==> src/rtl/rxcal_pkg.sv <==
// Package: shared state encoding for the receive calibration sequencer.
// Assumes: the state order below matches the phase order in the brief.
package rxcal_pkg;
    typedef enum logic [2:0] {
        ST_IDLE   = 3'd0,
        ST_SETTLE = 3'd1,
        ST_DLY1   = 3'd2,
        ST_CAL    = 3'd3,
        ST_FILT   = 3'd4,
        ST_DLY2   = 3'd5,
        ST_READY  = 3'd6
    } rxcal_state_t;
endpackage

==> src/rtl/rxcal_prescaler.sv <==
// Module: divides the master clock into a one-clock tick every TICK_CLKS
// clocks. A clear restarts the division so that the next tick arrives
// TICK_CLKS clocks after the clear is released.
// Assumes: TICK_CLKS >= 1.
module rxcal_prescaler #(
    parameter int TICK_CLKS = 48
) (
    input  logic clk,
    input  logic rst_n,
    input  logic clr,
    output logic tick
);
    generate
        if (TICK_CLKS > 1) begin : g_div
            localparam int PW = $clog2(TICK_CLKS);
            localparam logic [PW-1:0] LAST = PW'(TICK_CLKS - 1);
            logic [PW-1:0] pcnt;

            // Purpose: flag the final clock of each division period.
            assign tick = (pcnt == LAST);

            // Purpose: advance the division counter, wrapping on the tick.
            always_ff @(posedge clk) begin
                if (!rst_n || clr) begin
                    pcnt <= '0;
                end else if (tick) begin
                    pcnt <= '0;
                end else begin
                    pcnt <= pcnt + 1'b1;
                end
            end
        end else begin : g_pass
            // Purpose: with no division every clock is a tick.
            assign tick = 1'b1;
        end
    endgenerate
endmodule

==> src/rtl/rxcal_interval_ctr.sv <==
// Module: phase interval counter. On load it captures a start count and an
// end count. It then advances once per tick, and done is high while the
// count equals the captured end count.
// Assumes: start <= limit at every load, so the count never passes the end.
module rxcal_interval_ctr #(
    parameter int CW = 8
) (
    input  logic          clk,
    input  logic          rst_n,
    input  logic          load,
    input  logic [CW-1:0] start,
    input  logic [CW-1:0] limit,
    input  logic          tick,
    output logic          done
);
    logic [CW-1:0] cnt;
    logic [CW-1:0] lim;

    // Purpose: load on phase entry, otherwise count ticks.
    always_ff @(posedge clk) begin
        if (!rst_n) begin
            cnt <= '0;
            lim <= '0;
        end else if (load) begin
            cnt <= start;
            lim <= limit;
        end else if (tick && (cnt != lim)) begin
            cnt <= cnt + 1'b1;
        end
    end

    // Purpose: report that the phase has run its full length.
    assign done = (cnt == lim);
endmodule

==> src/rtl/rxcal_fsm.sv <==
// Module: sequence control. It walks through the phases, chooses the counter
// start and end for each phase, and drives the converter-facing outputs.
// Assumes: done comes from a counter loaded on every state change, and
// dly1/dly2 are only captured by that counter at phase entry.
module rxcal_fsm
    import rxcal_pkg::*;
#(
    parameter int CW           = 8,
    parameter int SETTLE_TICKS = 2,
    parameter int CAL_TICKS    = 3,
    parameter int FILT_START   = 36,
    parameter int FILT_END     = 40
) (
    input  logic          clk,
    input  logic          rst_n,
    input  logic          rx_en,
    input  logic          auto_cal,
    input  logic          ext_cal,
    input  logic [CW-1:0] dly1,
    input  logic [CW-1:0] dly2,
    input  logic          done,
    output rxcal_state_t  state,
    output logic          load,
    output logic [CW-1:0] start,
    output logic [CW-1:0] limit,
    output logic          pre_clr,
    output logic          short_sel,
    output logic          cal_strobe,
    output logic          ready
);
    localparam logic [CW-1:0] SETTLE_LIM = CW'(SETTLE_TICKS);
    localparam logic [CW-1:0] CAL_LIM    = CW'(CAL_TICKS);
    localparam logic [CW-1:0] FILT_LO    = CW'(FILT_START);
    localparam logic [CW-1:0] FILT_HI    = CW'(FILT_END);

    rxcal_state_t nxt;
    logic         short_en;
    logic         cal_req;

    // Purpose: either calibration bit requests the calibration phase.
    assign cal_req = auto_cal | ext_cal;

    // Purpose: choose the next phase; a low enable wins over everything.
    always_comb begin
        nxt = state;
        unique case (state)
            ST_IDLE:   if (rx_en) nxt = ST_SETTLE;
            ST_SETTLE: if (done)  nxt = ST_DLY1;
            ST_DLY1:   if (done)  nxt = cal_req ? ST_CAL : ST_FILT;
            ST_CAL:    if (done)  nxt = ST_FILT;
            ST_FILT:   if (done)  nxt = ST_DLY2;
            ST_DLY2:   if (done)  nxt = ST_READY;
            ST_READY:  nxt = ST_READY;
            default:   nxt = ST_IDLE;
        endcase
        if (!rx_en) nxt = ST_IDLE;
    end

    // Purpose: pick the counter start and end for the phase being entered.
    always_comb begin
        start = '0;
        limit = '0;
        unique case (nxt)
            ST_SETTLE: limit = SETTLE_LIM;
            ST_DLY1:   limit = dly1;
            ST_CAL:    limit = CAL_LIM;
            ST_FILT: begin
                start = FILT_LO;
                limit = FILT_HI;
            end
            ST_DLY2:   limit = dly2;
            default:   limit = '0;
        endcase
    end

    // Purpose: reload the counter and prescaler on every phase change.
    assign load    = (nxt != state);
    assign pre_clr = load || (state == ST_IDLE);

    // Purpose: state register.
    always_ff @(posedge clk) begin
        if (!rst_n) begin
            state <= ST_IDLE;
        end else begin
            state <= nxt;
        end
    end

    // Purpose: latch the short choice as delay 1 ends; auto has priority.
    always_ff @(posedge clk) begin
        if (!rst_n) begin
            short_en <= 1'b0;
        end else if (state == ST_DLY1 && nxt == ST_CAL) begin
            short_en <= auto_cal;
        end
    end

    // Purpose: one-clock calibrate command on entry to the calibration phase.
    always_ff @(posedge clk) begin
        if (!rst_n) begin
            cal_strobe <= 1'b0;
        end else begin
            cal_strobe <= (nxt == ST_CAL) && (state != ST_CAL);
        end
    end

    // Purpose: outputs decoded from the registered state.
    assign short_sel = (state == ST_CAL) && short_en;
    assign ready     = (state == ST_READY);
endmodule

==> src/rtl/rx_cal_seq.sv <==
// Module: top level of the receive offset calibration sequencer. It connects
// the tick prescaler, the phase interval counter and the sequence control.
// Assumes: a synchronous active-low reset and a single master clock.
module rx_cal_seq
    import rxcal_pkg::*;
#(
    parameter int TICK_CLKS    = 48,
    parameter int DLY_W        = 8,
    parameter int SETTLE_TICKS = 2,
    parameter int CAL_TICKS    = 3,
    parameter int FILT_START   = 36,
    parameter int FILT_END     = 40
) (
    input  logic             clk,
    input  logic             rst_n,
    input  logic             rx_en,
    input  logic             auto_cal,
    input  logic             ext_cal,
    input  logic [DLY_W-1:0] dly1,
    input  logic [DLY_W-1:0] dly2,
    output logic             short_sel,
    output logic             cal_strobe,
    output logic             ready
);
    localparam int CW = DLY_W;

    rxcal_state_t  state;
    logic          tick;
    logic          done;
    logic          load;
    logic          pre_clr;
    logic [CW-1:0] start;
    logic [CW-1:0] limit;

    rxcal_prescaler #(.TICK_CLKS(TICK_CLKS)) u_pre (
        .clk   (clk),
        .rst_n (rst_n),
        .clr   (pre_clr),
        .tick  (tick)
    );

    rxcal_interval_ctr #(.CW(CW)) u_ctr (
        .clk   (clk),
        .rst_n (rst_n),
        .load  (load),
        .start (start),
        .limit (limit),
        .tick  (tick),
        .done  (done)
    );

    rxcal_fsm #(
        .CW           (CW),
        .SETTLE_TICKS (SETTLE_TICKS),
        .CAL_TICKS    (CAL_TICKS),
        .FILT_START   (FILT_START),
        .FILT_END     (FILT_END)
    ) u_fsm (
        .clk        (clk),
        .rst_n      (rst_n),
        .rx_en      (rx_en),
        .auto_cal   (auto_cal),
        .ext_cal    (ext_cal),
        .dly1       (dly1),
        .dly2       (dly2),
        .done       (done),
        .state      (state),
        .load       (load),
        .start      (start),
        .limit      (limit),
        .pre_clr    (pre_clr),
        .short_sel  (short_sel),
        .cal_strobe (cal_strobe),
        .ready      (ready)
    );
endmodule

==> config.mk <==
export PLATFORM = sky130hd
export DESIGN_NAME = rx_cal_seq
export DESIGN_NICKNAME = d
export VERILOG_FILES = /design/src/rtl/rxcal_pkg.sv /design/src/rtl/rxcal_prescaler.sv /design/src/rtl/rxcal_interval_ctr.sv /design/src/rtl/rxcal_fsm.sv /design/src/rtl/rx_cal_seq.sv
export SDC_FILE = /design/constraint.sdc
export NUM_CORES = 1
export LEC_CHECK = 0
export BUFFER_PORTS_ARGS = -buffer_cell sky130_fd_sc_hd__buf_4
export CAP_MARGIN = 15
export CORE_MARGIN = 2
export CORE_UTILIZATION = 53
export CTS_BUF_LIST = sky130_fd_sc_hd__clkbuf_2 sky130_fd_sc_hd__clkbuf_4 sky130_fd_sc_hd__clkbuf_8
export DETAILED_ROUTE_END_ITERATION = 12
export PLACE_DENSITY = 0.84
export SLEW_MARGIN = 20
export SYNTH_ARGS = -nofsm -noshare
export SYNTH_HDL_FRONTEND = slang
export SYNTH_SLANG_ARGS = --single-unit
==> constraint.sdc <==
create_clock -name clk -period 2.1 [get_ports clk]
set_clock_uncertainty 0.05 [all_clocks]
set_input_delay 0 -clock clk [delete_from_list [all_inputs] [get_ports clk]]
set_output_delay 0 -clock clk [all_outputs]
set_load 0.02 [all_outputs]
[Yosys cells after proc, flatten, opt, wreduce, memory -nomap -nowiden]
Cells that the tools add are included.
Word-level totals
  input bits: 21
  flip-flop bits (word level): 27
  output and inout port bits: 3
Operators by class
  bitwise operators: 1
  reductions and logical operators: 10
  equality and inequality tests: 16
  multiplexer cells: 12
  add/subtract/negate cells: 2
Operators by type and width (number)
  8-bit case mux with 5 select lines: 1
  3-bit 2-to-1 mux: 7
  3-bit case mux with 7 select lines: 1
  8-bit 2-to-1 mux: 2
  3-bit equality test (second input constant): 5
  3-bit by 2-bit equality test with 1-bit output (second input constant): 4
  8-bit by 1-bit adder with 8-bit output (second input constant): 1
  8-bit equality test: 1
  8-bit inequality test: 1
  6-bit by 1-bit adder with 6-bit output (second input constant): 1
  3-bit by 1-bit equality test with 1-bit output (second input constant): 2
  6-bit equality test (second input constant): 1
  6-bit 2-to-1 mux: 1
  1-bit logical AND: 4
  3-bit zero test: 1
  3-bit by 2-bit inequality test with 1-bit output (second input constant): 1
  3-bit inequality test: 1
  1-bit logical OR: 2
  2-bit nonzero test: 1
  2-bit OR reduction: 1
  1-bit zero test: 1
  1-bit OR: 1

[Depth between registers and ports, before layout]
Gate-level depths: netlist of the first run.
  depth in word-level cells: 9
  gate-level depth with buffers: 8

[Modules after synthesis]
From an unflattened synthesis of the first run, not the netlist that was laid out.
Unflattened totals
  cells, all modules: 225
  area, all modules: 1876.8 um2
By module, submodules not included
  rxcal_interval_ctr: seq. area each 320.3 um2, cells each 112, times used 1, area each 993.5 um2
  rxcal_fsm: seq. area each 100.1 um2, cells each 87, times used 1, area each 633.1 um2
  rxcal_prescaler: seq. area each 120.1 um2, cells each 26, times used 1, area each 250.2 um2

[Worst setup path after synthesis of the first run]
OpenSTA, ideal clock, no wires.
  path type: register -> register
  start point: register u_pre.g_div.pcnt[0]
  end point: register u_ctr.cnt[6]
  clock period less this slack: 1.944 ns
  data arrival time: 1.835 ns
  cell stages (with the launch flop): 8
  path slack: 0.156 ns
  library setup time: 0.059 ns
  cells stage by stage: dfxtp_1 > ha_1 > nand3_1 > nor3b_1 > o21ai_0 > and3_4 > or4_1 > nand2_1
On the way
  word-level cells in the longest chain between the ends: 3
Ends and longest elaborated chain
  start: declaration: RTL line rxcal_prescaler.sv:17  | logic [PW-1:0] pcnt;
  start signal: assignment: RTL line rxcal_prescaler.sv:29  | pcnt <= pcnt + 1'b1;
  6-bit equality test: RTL line rxcal_prescaler.sv:20  | assign tick = (pcnt == LAST);
  1-bit logical AND: RTL line rxcal_interval_ctr.sv:27  | end else if (tick && (cnt != lim)) begin
  2-bit nonzero test (no line)
  end signal: assignment: RTL line rxcal_interval_ctr.sv:25  | cnt <= start;
  end signal: assignment: RTL line rxcal_interval_ctr.sv:28  | cnt <= cnt + 1'b1;
  end: declaration: RTL line rxcal_interval_ctr.sv:16  | logic [CW-1:0] cnt;
Every way passes these cells.
A chain may end at the register's enable or synchronous reset.

[Worst setup path after layout of the first run]
  start point: register u_ctr.lim[1]
  end point: register u_ctr.cnt[6]
On the way
  word-level cells in the longest chain between the ends: 6
  elaborated cells on any way between the ends: 13
  classes of those cells: eq/ne: 3; mux: 8; reduce/logical: 2
Ends and longest elaborated chain
  start: declaration: RTL line rxcal_interval_ctr.sv:17  | logic [CW-1:0] lim;
  start signal: assignment: RTL line rxcal_interval_ctr.sv:26  | lim <= limit;
  8-bit equality test: RTL line rxcal_interval_ctr.sv:33  | assign done = (cnt == lim);
  3-bit 2-to-1 mux, on equally long branches
  3-bit case mux with 7 select lines: RTL line rxcal_fsm.sv:46  | unique case (state)
  3-bit 2-to-1 mux: RTL line rxcal_fsm.sv:56  | if (!rx_en) nxt = ST_IDLE;
  3-bit inequality test: RTL line rxcal_fsm.sv:77  | assign load = (nxt != state);
  8-bit 2-to-1 mux or 2-bit nonzero test (tied branches)
Several ways; a longest one is shown, not always the timed one.

==> results of run 1 <==
[Yosys cell counts (3+ instances only)]
cell | n | area share
dfxtp_1 | 27 | 0.33
nand2_1 | 19 | 0.044
xor2_1 | 4 | 0.021
and3_1 | 4 | 0.015
a21oi_1 | 6 | 0.018
and2b_1 | 3 | 0.014
a22oi_1 | 3 | 0.014
nor2_1 | 17 | 0.039
o211ai_1 | 4 | 0.018
nor2b_1 | 4 | 0.015
a32oi_1 | 9 | 0.048
and2_1 | 3 | 0.011
xnor2_1 | 10 | 0.054
o21ai_0 | 13 | 0.040
xnor2_2 | 4 | 0.040
nand4_1 | 4 | 0.015
clkbuf_1 | 6 | 0.014
and3_2 | 3 | 0.014
nand3_1 | 6 | 0.018
[worst max-delay path, cell delays in order, from the launching register on]
cell	delay, ns
dfxtp_1	0.46
xnor2_2	0.15
nand4_2	0.19
o31a_4	0.42
and3_4	0.17
or4_1	0.47
nand2_1	0.08
[repair_timing]
action / in CTS / in global routing
resized for setup: 0 / 9
endpoints found under the hold margin: 14 / 0
hold buffers: 18 / 0
endpoints found under the setup margin: 0 / 3
[sequential cells by signal (all words and copies together) (netlist names)]
signal,cells
u_fsm.cal_strobe,1
u_ctr.lim,8
u_fsm.state,3
u_ctr.cnt,8
u_pre.g_div.pcnt,6
u_fsm.short_en,1
[power groups by stage]
| stage | registers [W] | logic [W] | clock network, W |
|---|---|---|---|
| 6_report | 0.000562 | 0.000561 | 0.000245 |
| 3_5_place_dp | 0.000569 | 0.000493 | 0 |
| 3_3_place_gp | 0.000568 | 0.000490 | 0 |
| 2_1_floorplan | 0.000566 | 0.000320 | 0 |
| 5_1_grt | 0.000564 | 0.000585 | 0.000260 |
| 4_1_cts | 0.000557 | 0.000522 | 0.000249 |
[per-stage QoR]
stage | worst slack (ns) | TNS, ns
after global placement | 0.152 | 0
after global routing | -0.00422 | -0.00422
after detailed placement | 0.123 | 0
final | 0.0523 | 0
after floorplan | 0.156 | 0
after CTS | 0.0835 | 0
[worst min path at each step]
| stage | startpoint | endpoint | slack, ns |
|---|---|---|---|
| 2_1_floorplan | rst_n | u_ctr.cnt[5] | 0.07 |
| 3_3_place_gp | dly1[3] | u_ctr.lim[3] | 0.19 |
| 3_5_place_dp | dly1[3] | u_ctr.lim[3] | 0.21 |
| 4_1_cts | dly2[0] | u_ctr.lim[0] | 0.12 |
| 5_1_grt | dly1[1] | u_ctr.lim[1] | 0.20 |
| 6_report | dly1[1] | u_ctr.lim[1] | 0.17 |
[kinds of logic after synthesis]
group	after synthesis	share of synthesized area
simple gates	77	0.258
compound gates	56	0.254
flops	27	0.331
xor+xnor	18	0.115
buf+inv	11	0.0268
fa+ha+maj	2	0.0153
[layout make-up]
type,instances,area share
Clock buffer,4,0.0138
Inverter,3,0.00518
Multi-Input combinational cell,153,0.498
Sequential cell,27,0.250
Tap cell,33,0.0190
Timing Repair Buffer,56,0.214
[per-layer routing]
layer | up-vias | wire length [um] | global-route usage
li1 | 815 | - | -
met1 | 787 | 1820 | 0.348
met2 | 115 | 2250 | 0.462
met4 | 0 | 218 | 0.117
met5 | - | 0 | 0
met3 | 34 | 415 | 0.0328
==> summary.txt, run 1 <==
Synth
  • Syn_area_per_cell: between 8 and 9 um^2
  • Number of synthesized flops with an enable pin: 0
  • Synth Register Bits: 27
  • Share of flip-flops with an asynchronous set or reset: 0
  • Yosys warns: 0
  • Cells after synthesis: 191
  • Register area share after synthesis: 0.331
  • Main flop type after synthesis: dfxtp_1
  • Synth Cell Area: 1630 um^2
  • Post-synthesis cell type count: 52
  • Syn nets: ~210

Final layout
  • Diodes inserted: 0
  • Synth-to-Final Area Change: 33.2%
  • Register Area: roughly 540 um^2
  • Nets: approximately 270
  • Multi-input gate area: roughly 1100 um^2
  • Layout cells sized above 1: 0.272
  • Non-Filler Instances: about 280
  • Most frequent cells in the layout: buf_4 (38), dfxtp_1 (25), nand2_1 (19)
  • Leading cell type in the layout, fill and taps excluded: buf_4
  • Post-route core utilization: 0.724
  • Fillers: 200
  • Layout Cell Area excl Fill: between 2000 and 2500 um^2

Critical path
  • Critical Path Source Type: flip-flop
  • Max Fanout on Critical Path: 6
  • R2R depth: 6
  • Critical R2R Capture: u_ctr.cnt[6]
  • Crit path capture: u_ctr.cnt[6]
  • R2R Setup Slk: 0.05 ns
  • WS Path Type: reg2reg
  • Crit path capture type: flip-flop
  • Reg2Reg Launch Point: u_ctr.lim[1]
  • CP arrival: approximately 2.3 ns
  • Critical Path Source: u_ctr.lim[1]
  • Crit path required time: 2.33 ns

Timing
  • Final worst path period need: between 2 and 2.5 ns
  • Finish-stage setup viols: 0
  • Hold WS: 0.171 ns
  • Max transition margin: 0.694
  • Highest clock rate: between 0.4 and 0.5 GHz
  • Endpoints failing hold: 0
  • Slew Limit Fails: 0
  • Period utilisation layout: 0.975
  • Slew at the pin with the worst max-slew slack: between 0.4 and 0.5 ns

Clock network
  • Clk Latency, worst-skew pair: roughly 0.33 ns
  • H-tree level count: 1
  • Inserted Clock Buffers: 3
  • CTS tree: built
  • Post-CTS Setup Repair Bufs: 0
  • Clock root buffer: clkbuf_4
  • Maximum clock path buffer count: 2
  • Clk pin slew, worst setup/hold paths: around 0.15 ns
  • Clock sink total: 27

Power
  • Net Sw Frac: 0.369
  • Pwr dens: roughly 630 nW/um^2
  • Power Total: 0.00137 W
  • P_int: 0.000864 W
  • Switching power: between 0.0005 and 0.0006 W
  • VDD IR-drop max: 444 uV
  • Comb pwr share: 0.410
  • Clock share of power: 0.179
  • Sequential Power Share: 0.411
  • LEAKAGE: ~0.84 nW

Place
  • GP Congestion: about 1
  • Detailed placer's ending HPWL: between 3000 and 4000 um
  • Placement Cell Area: ~1900 um^2
  • PortBufs: 23
  • Post-placement cell count: between 200 and 300

Drt
  • Drt pass-1 iters: 6
  • DRT antenna net count: 0
  • 1st-iter DRT viols: 93
  • Routed wire per std cell: approximately 17 um
  • Vias: around 1800
  • Final wirelength: between 4000 and 5000 um
  • Vias per std cell: between 6 and 7
  • Drt drc: 0

Hold path
  • Hold path cells: 5
  • Hold WC Path Type: in2reg

Global route
  • GRT overflow: 0
  • Largest net degree at the start of global routing: 15
  • Initial antenna violation count: 0
  • First-pass GRT wire length: between 7000 and 8000 um
  • All-Layer GR Usage: 0.273
  • Vias in the first global route: 1638

Floorplan
  • Die Y: between 50 and 60 um
  • Die W: 59.5 um
  • Initial Util: 0.544
  • Ports: 24
  • Row cnt: 20
  • Die area: between 3000 and 4000 um^2
  • Core Area: 3000 um^2

Job
  • Max-cap viol count: 0

Status
  • Status: completed
(Power assumes the default switching activity.)
==> inputs of run 2 (changes only) <==
--- a/config.mk
+++ b/config.mk
@@ -5,7 +5,7 @@
 export SDC_FILE = /design/constraint.sdc
 export NUM_CORES = 1
 export LEC_CHECK = 0
-export BUFFER_PORTS_ARGS = -buffer_cell sky130_fd_sc_hd__buf_4
+export BUFFER_PORTS_ARGS = -buffer_cell sky130_fd_sc_hd__buf_2
 export CAP_MARGIN = 15
 export CORE_MARGIN = 2
 export CORE_UTILIZATION = 53
==> summary.txt, run 2 (synthesis gave the netlist of run 1 again) <==
Timing
  • Slew at the pin with the worst max-slew slack: 0.467 ns (was 0.456 ns)
  • Finish-stage setup viols: 0 (unchanged)
  • Period utilisation layout: 0.978 (was 0.975)
  • Highest clock rate: 0.487 GHz (was 0.488 GHz)
  • Unrepaired setup endpoints after global routing: false
  • Slew Limit Fails: 0 (unchanged)
  • Max transition margin: 0.687 (was 0.694)
  • Fin Setup TNS: 0 ns (unchanged)
  • Final worst path period need: 2.05 ns (about the same)
  • Endpoints failing hold: 1 (was 0)
  • Hold WS: -0.0118 ns (was 0.171 ns)

Hold path
  • Hold path startpoint: dly2[1] (was dly1[1])
  • Hold path cells: 3 (was 5)
  • Hold Path End: u_ctr.lim[1] (unchanged)
  • Hold WC Path Type: in2reg (unchanged)

Floorplan
  • Row cnt: 20 (unchanged)
  • Initial Util: 0.544 (unchanged)
  • Ports: 24 (unchanged)
  • Die area: 3540 um^2 (unchanged)
  • Die Y: 59.5 um (unchanged)
  • Die W: 59.5 um (unchanged)
  • Core Area: 3000 um^2 (unchanged)

Power
  • VDD IR-drop max: 550 uV (was 444 uV)
  • Pwr dens: 649 nW/um^2 (was 629 nW/um^2)
  • LEAKAGE: 0.817 nW (was 0.836 nW)

Clock network
  • Clk Latency, worst-skew pair: 0.34 ns (was 0.33 ns)
  • H-tree level count: 1 (unchanged)
  • Inserted Clock Buffers: 3 (unchanged)
  • Maximum clock path buffer count: 2 (unchanged)
  • Clock sink total: 27 (unchanged)
  • Clock root buffer: clkbuf_4 (unchanged)
  • Clk pin slew, worst setup/hold paths: 0.15 ns (about the same)
  • CTS tree: built (unchanged)

Global route
  • All-Layer GR Usage: 0.285 (was 0.273)
  • Initial antenna violation count: 0 (unchanged)
  • Largest net degree at the start of global routing: 16 (was 15)
  • First-pass GRT wire length: 7600 um (was 7360 um)
  • Vias in the first global route: 1603 (was 1638)
  • GRT overflow: 0 (unchanged)

Critical path
  • Crit path capture type: flip-flop (unchanged)
  • Crit path required time: 2.27 ns (was 2.33 ns)
  • Reg2Reg Launch Point: u_ctr.lim[6] (was u_ctr.lim[1])
  • Max Fanout on Critical Path: 9 (was 6)
  • R2R depth: 6 (unchanged)
  • CP arrival: 2.22 ns (was 2.28 ns)
  • WS Path Type: reg2reg (unchanged)
  • R2R Setup Slk: 0.05 ns (about the same)
  • Critical Path Source Type: flip-flop (unchanged)
  • Critical R2R Capture: u_ctr.lim[3] (was u_ctr.cnt[6])

Final layout
  • Fillers: 210 (was 200)
  • Diodes inserted: 0 (unchanged)
  • Synth-to-Final Area Change: 29.2% (was 33.2%)
  • Layout cells sized above 1: 0.285 (was 0.272)
  • Most frequent cells in the layout: dfxtp_1 (25), buf_2 (23), nand2_1 (19) (was buf_4 (38), dfxtp_1 (25), nand2_1 (19))
  • Biggest regs: u_ctr.cnt (8), u_ctr.lim (8), u_pre.g_div.pcnt (6) (unchanged)
  • Leading cell type in the layout, fill and taps excluded: dfxtp_1 (was buf_4)
  • Layout Cell Area excl Fill: 2110 um^2 (was 2170 um^2)
  • Nets: 266 (was 267)

Place
  • GP Congestion: 0.982 (was 1.03)
  • Detailed placer's ending HPWL: 3120 um (was 3060 um)
  • PortBufs: 23 (unchanged)
  • Placement Cell Area: 1860 um^2 (was 1930 um^2)

Drt
  • Routed wire per std cell: 17.9 um (was 17.1 um)
  • Final wirelength: 4920 um (was 4710 um)
  • Drt pass-1 iters: 5 (was 6)
  • Vias per std cell: 6.43 (was 6.34)
  • Vias: 1767 (was 1751)
  • Drt drc: 0 (unchanged)
  • 1st-iter DRT viols: 133 (was 93)
  • DRT antenna net count: 0 (unchanged)

Job
  • Max-cap viol count: 0 (unchanged)

Status
  • Status: finished with violations (was completed)
  • Violated checks: negative hold slack
-- run 2: cell types whose count changed in the layout (fill, tap and decap cells not counted), sizes merged --
cell and change:
clkbuf -1, buf +1, clkinv +1, dlygate4sd3 -2
-- run 2: worst max path at each step --
stage / from / slack [ns] / endpoint / cells past startpoint
floorplan: u_pre.g_div.pcnt[0] / 0.16 / u_ctr.cnt[6] / 7
global placement: u_pre.g_div.pcnt[0] / 0.15 / u_ctr.cnt[6] / 7
detailed placement: u_ctr.cnt[0] / 0.12 / u_ctr.cnt[6] / 6
CTS: u_ctr.cnt[0] / 0.07 / u_ctr.cnt[6] / 6
global route: u_ctr.cnt[1] / 0.006 / u_ctr.cnt[6] / 6
finish: u_ctr.lim[6] / 0.05 / u_ctr.lim[3] / 6
-- run 2: layout make-up --
type / instances / area [um^2] / area share
Sequential cell: 27 / 543 / 0.257
Tap cell: 33 / 41.3 / 0.0196
Clock inverter: 1 / 5.00 / 0.00237
Inverter: 3 / 11.3 / 0.00534
Clock buffer: 3 / 22.5 / 0.0107
Timing Repair Buffer: 55 / 395 / 0.187
Multi-Input combinational cell: 153 / 1090 / 0.517
-- run 2: what timing repair did --
action                                  in CTS  in global routing
endpoints found under the setup margin       0                  8
hold buffers                                16                  0
endpoints found under the hold margin       13                  0
buffers inserted                             0                  2
gates resized for setup                      0                  9
-- run 2: worst max-delay path: stages (launching register included) --
cell and delay, ns:
dfxtp_1 0.45, xnor2_2 0.15, nand4_2 0.21, o31a_4 0.43, and3_2 0.28, a32oi_1 0.20, o21ai_0 0.15
-- run 2: metrics by stage --
stage | util | total power (W) | hold slack [ns] | setup WS [ns] | instances
global placement | 0.620 | 0.00104 | 0.198 | 0.147 | 253
floorplan | - | 0.000886 | 0.0683 | 0.156 | 191
detailed placement | 0.620 | 0.00105 | 0.205 | 0.118 | 253
global route | 0.703 | 0.00142 | 0.0231 | 0.00561 | 275
finish | 0.703 | 0.00137 | -0.0118 | 0.0469 | 275
CTS | 0.683 | 0.00130 | 0.000466 | 0.0730 | 273
-- run 2: where the power goes --
part	switching (W)	internal [W]	total, W
sequential	0.0000277	0.000534	0.000562
clock	0.000163	0.0000718	0.000235
combinational	0.000329	0.000244	0.000572
-- run 2: routing by layer --
| layer | share of wire | vias to the layer above | GRT usage |
|---|---|---|---|
| met5 | 0 | - | 0 |
| met4 | 0.038 | 0 | 0.124 |
| met1 | 0.39 | 792 | 0.352 |
| met3 | 0.075 | 34 | 0.0371 |
| li1 | - | 815 | - |
| met2 | 0.50 | 126 | 0.491 |
==> inputs of run 3 (changes only) <==
--- a/config.mk
+++ b/config.mk
@@ -12,6 +12,7 @@
 export CTS_BUF_LIST = sky130_fd_sc_hd__clkbuf_2 sky130_fd_sc_hd__clkbuf_4 sky130_fd_sc_hd__clkbuf_8
 export DETAILED_ROUTE_END_ITERATION = 12
 export PLACE_DENSITY = 0.84
+export RECOVER_POWER = 25
 export SLEW_MARGIN = 20
 export SYNTH_ARGS = -nofsm -noshare
 export SYNTH_HDL_FRONTEND = slang
==> summary.txt, run 3 (synthesis gave the netlist of run 1 again) <==
Status
  • Status: finished with violations (unchanged)
  • Violated checks: negative hold slack (unchanged)

Critical path
  • Crit path capture type: flip-flop (unchanged)
  • WS Path Type: reg2reg (unchanged)
  • CP arrival: 2.23 ns (was 2.22 ns)
  • Slowest CP cell: dfxtp_1 (unchanged)
  • CP cell instances: xnor2_2 -> nand4_2 -> o31a_4 -> and3_2 -> a32oi_1 -> o21ai_0 (unchanged)
  • Max Fanout on Critical Path: 9 (unchanged)
  • CP bufs+invs: 0 (unchanged)
  • Critical Path Source Type: flip-flop (unchanged)
  • Crit path required time: 2.27 ns (about the same)
  • Crit path max-delay family: compound AO/OA/AOI/OAI gates (unchanged)
  • CP peak stage delay: 0.45 ns (about the same)

Floorplan
  • Die W: 59.5 um (unchanged)
  • Ports: 24 (unchanged)
  • Row cnt: 20 (unchanged)
  • Core Area: 3000 um^2 (unchanged)
  • Die area: 3540 um^2 (unchanged)
  • Initial Util: 0.544 (unchanged)
  • Die Y: 59.5 um (unchanged)

Place
  • Detailed placer's ending HPWL: 3120 um (unchanged)
  • Post-placement cell count: 253 (unchanged)
  • PortBufs: 23 (unchanged)
  • GP Congestion: 0.982 (unchanged)

Timing
  • Slew at the pin with the worst max-slew slack: 0.467 ns (about the same)
  • Highest clock rate: 0.484 GHz (was 0.487 GHz)
  • Period utilisation layout: 0.984 (was 0.978)
  • Fin Setup TNS: 0 ns (unchanged)
  • Max transition margin: 0.688 (was 0.687)
  • Unrepaired setup endpoints after global routing: false (unchanged)
  • Slew Limit Fails: 0 (unchanged)
  • Finish-stage setup viols: 0 (unchanged)
  • Hold WS: -0.00237 ns (was -0.0118 ns)
  • Final worst path period need: 2.07 ns (was 2.05 ns)
  • Endpoints failing hold: 1 (unchanged)

Power
  • Pwr dens: 650 nW/um^2 (was 649 nW/um^2)
  • VDD IR-drop max: 545 uV (was 550 uV)
  • Power Total: 0.00137 W (about the same)
  • LEAKAGE: 0.805 nW (was 0.817 nW)

Final layout
  • Post-route core utilization: 0.700 (was 0.703)
  • Synth-to-Final Area Change: 28.8% (was 29.2%)
  • Nets: 266 (unchanged)
  • Biggest regs: u_ctr.cnt (8), u_ctr.lim (8), u_pre.g_div.pcnt (6) (unchanged)
  • Most frequent cells in the layout: dfxtp_1 (25), buf_2 (21), nand2_1 (19) (was dfxtp_1 (25), buf_2 (23), nand2_1 (19))
  • Layout cells sized above 1: 0.273 (was 0.285)
  • Non-Filler Instances: 275 (unchanged)
  • Diodes inserted: 0 (unchanged)
  • Leading cell type in the layout, fill and taps excluded: dfxtp_1 (unchanged)
  • Fillers: 214 (was 210)

Global route
  • First-pass GRT wire length: 7600 um (unchanged)
  • GRT overflow: 0 (unchanged)
  • All-Layer GR Usage: 0.285 (unchanged)
  • Largest net degree at the start of global routing: 16 (unchanged)
  • Vias in the first global route: 1603 (unchanged)
  • Initial antenna violation count: 0 (unchanged)

Drt
  • 1st-iter DRT viols: 146 (was 133)
  • DRT antenna net count: 0 (unchanged)
  • Vias: 1769 (was 1767)
  • Routed wire per std cell: 17.9 um (about the same)
  • Drt pass-1 iters: 7 (was 5)
  • Final wirelength: 4930 um (was 4920 um)
  • Vias per std cell: 6.43 (about the same)
  • Drt drc: 0 (unchanged)

Job
  • Max-cap viol count: 0 (unchanged)

Hold path
  • Hold WC Path Type: in2reg (unchanged)

Clock network
  • Clk pin slew, worst setup/hold paths: 0.15 ns (about the same)
  • H-tree level count: 1 (unchanged)
  • Clock root buffer: clkbuf_4 (unchanged)
  • CTS tree: built (unchanged)
  • Clock sink total: 27 (unchanged)
  • Maximum clock path buffer count: 2 (unchanged)
  • Inserted Clock Buffers: 3 (unchanged)
  • Clk Latency, worst-skew pair: 0.33 ns (was 0.34 ns)
-- run 3: changes by cell type in the layout (fill, tap and decap cells not counted), sizes merged --
cell    change
buf         -3
clkbuf      +3
-- run 3: stage by stage --
step           cell area (um^2)  hold slack [ns]  worst slack [ns]
2_1_floorplan              1630           0.0683             0.156
3_3_place_gp               1860            0.198             0.147
3_5_place_dp               1860            0.205             0.118
4_1_cts                    2050         0.000466            0.0730
5_1_grt                    2100           0.0231           0.00561
6_report                   2100         -0.00237            0.0342
-- run 3: final cells by class --
| type | count | area [um^2] | share of cell area |
|---|---|---|---|
| multi-input combinational | 153 | 1090 | 0.519 |
| clock inverter | 1 | 5.00 | 0.00238 |
| sequential | 27 | 543 | 0.258 |
| inverter | 3 | 11.3 | 0.00535 |
| tap | 33 | 41.3 | 0.0196 |
| clock buffer | 3 | 22.5 | 0.0107 |
| timing repair buffer | 55 | 389 | 0.185 |
-- run 3: metal layers --
metal,GRT usage,part of all wire,wire (um)
met5,0,0,0
met1,0.352,0.39,1910
met2,0.491,0.49,2440
met4,0.124,0.032,157
met3,0.0371,0.086,422
-- run 3: worst register-to-register path, cell delays in order, from the launching register on --
cell and delay [ns]:
dfxtp_1 0.45, xnor2_2 0.15, nand4_2 0.21, o31a_4 0.43, and3_2 0.28, a32oi_1 0.22, o21ai_0 0.16
-- run 3: final timing paths --
check,startpoint,to,slack [ns],depth (start not counted)
setup reg to reg,u_ctr.cnt[6],u_ctr.lim[3],0.03,6
hold / removal,ext_cal,u_fsm.short_en,-0.002,4
hold reg to reg,u_pre.g_div.pcnt[0],u_pre.g_div.pcnt[0],0.40,1
setup / recovery,u_ctr.cnt[6],u_ctr.lim[3],0.03,6
-- run 3: power by group --
group / switching (W) / internal, W
clock network: 0.000160 / 0.0000717
registers: 0.0000276 / 0.000534
logic: 0.000329 / 0.000244
total: 0.000517 / 0.000849
-- run 3: what timing repair did --
action | CTS | global route
buffers inserted | 0 | 2
setup endpoints to repair | 0 | 8
endpoints found under the hold margin | 13 | 0
hold buffers | 16 | 0
resized for setup | 0 | 9
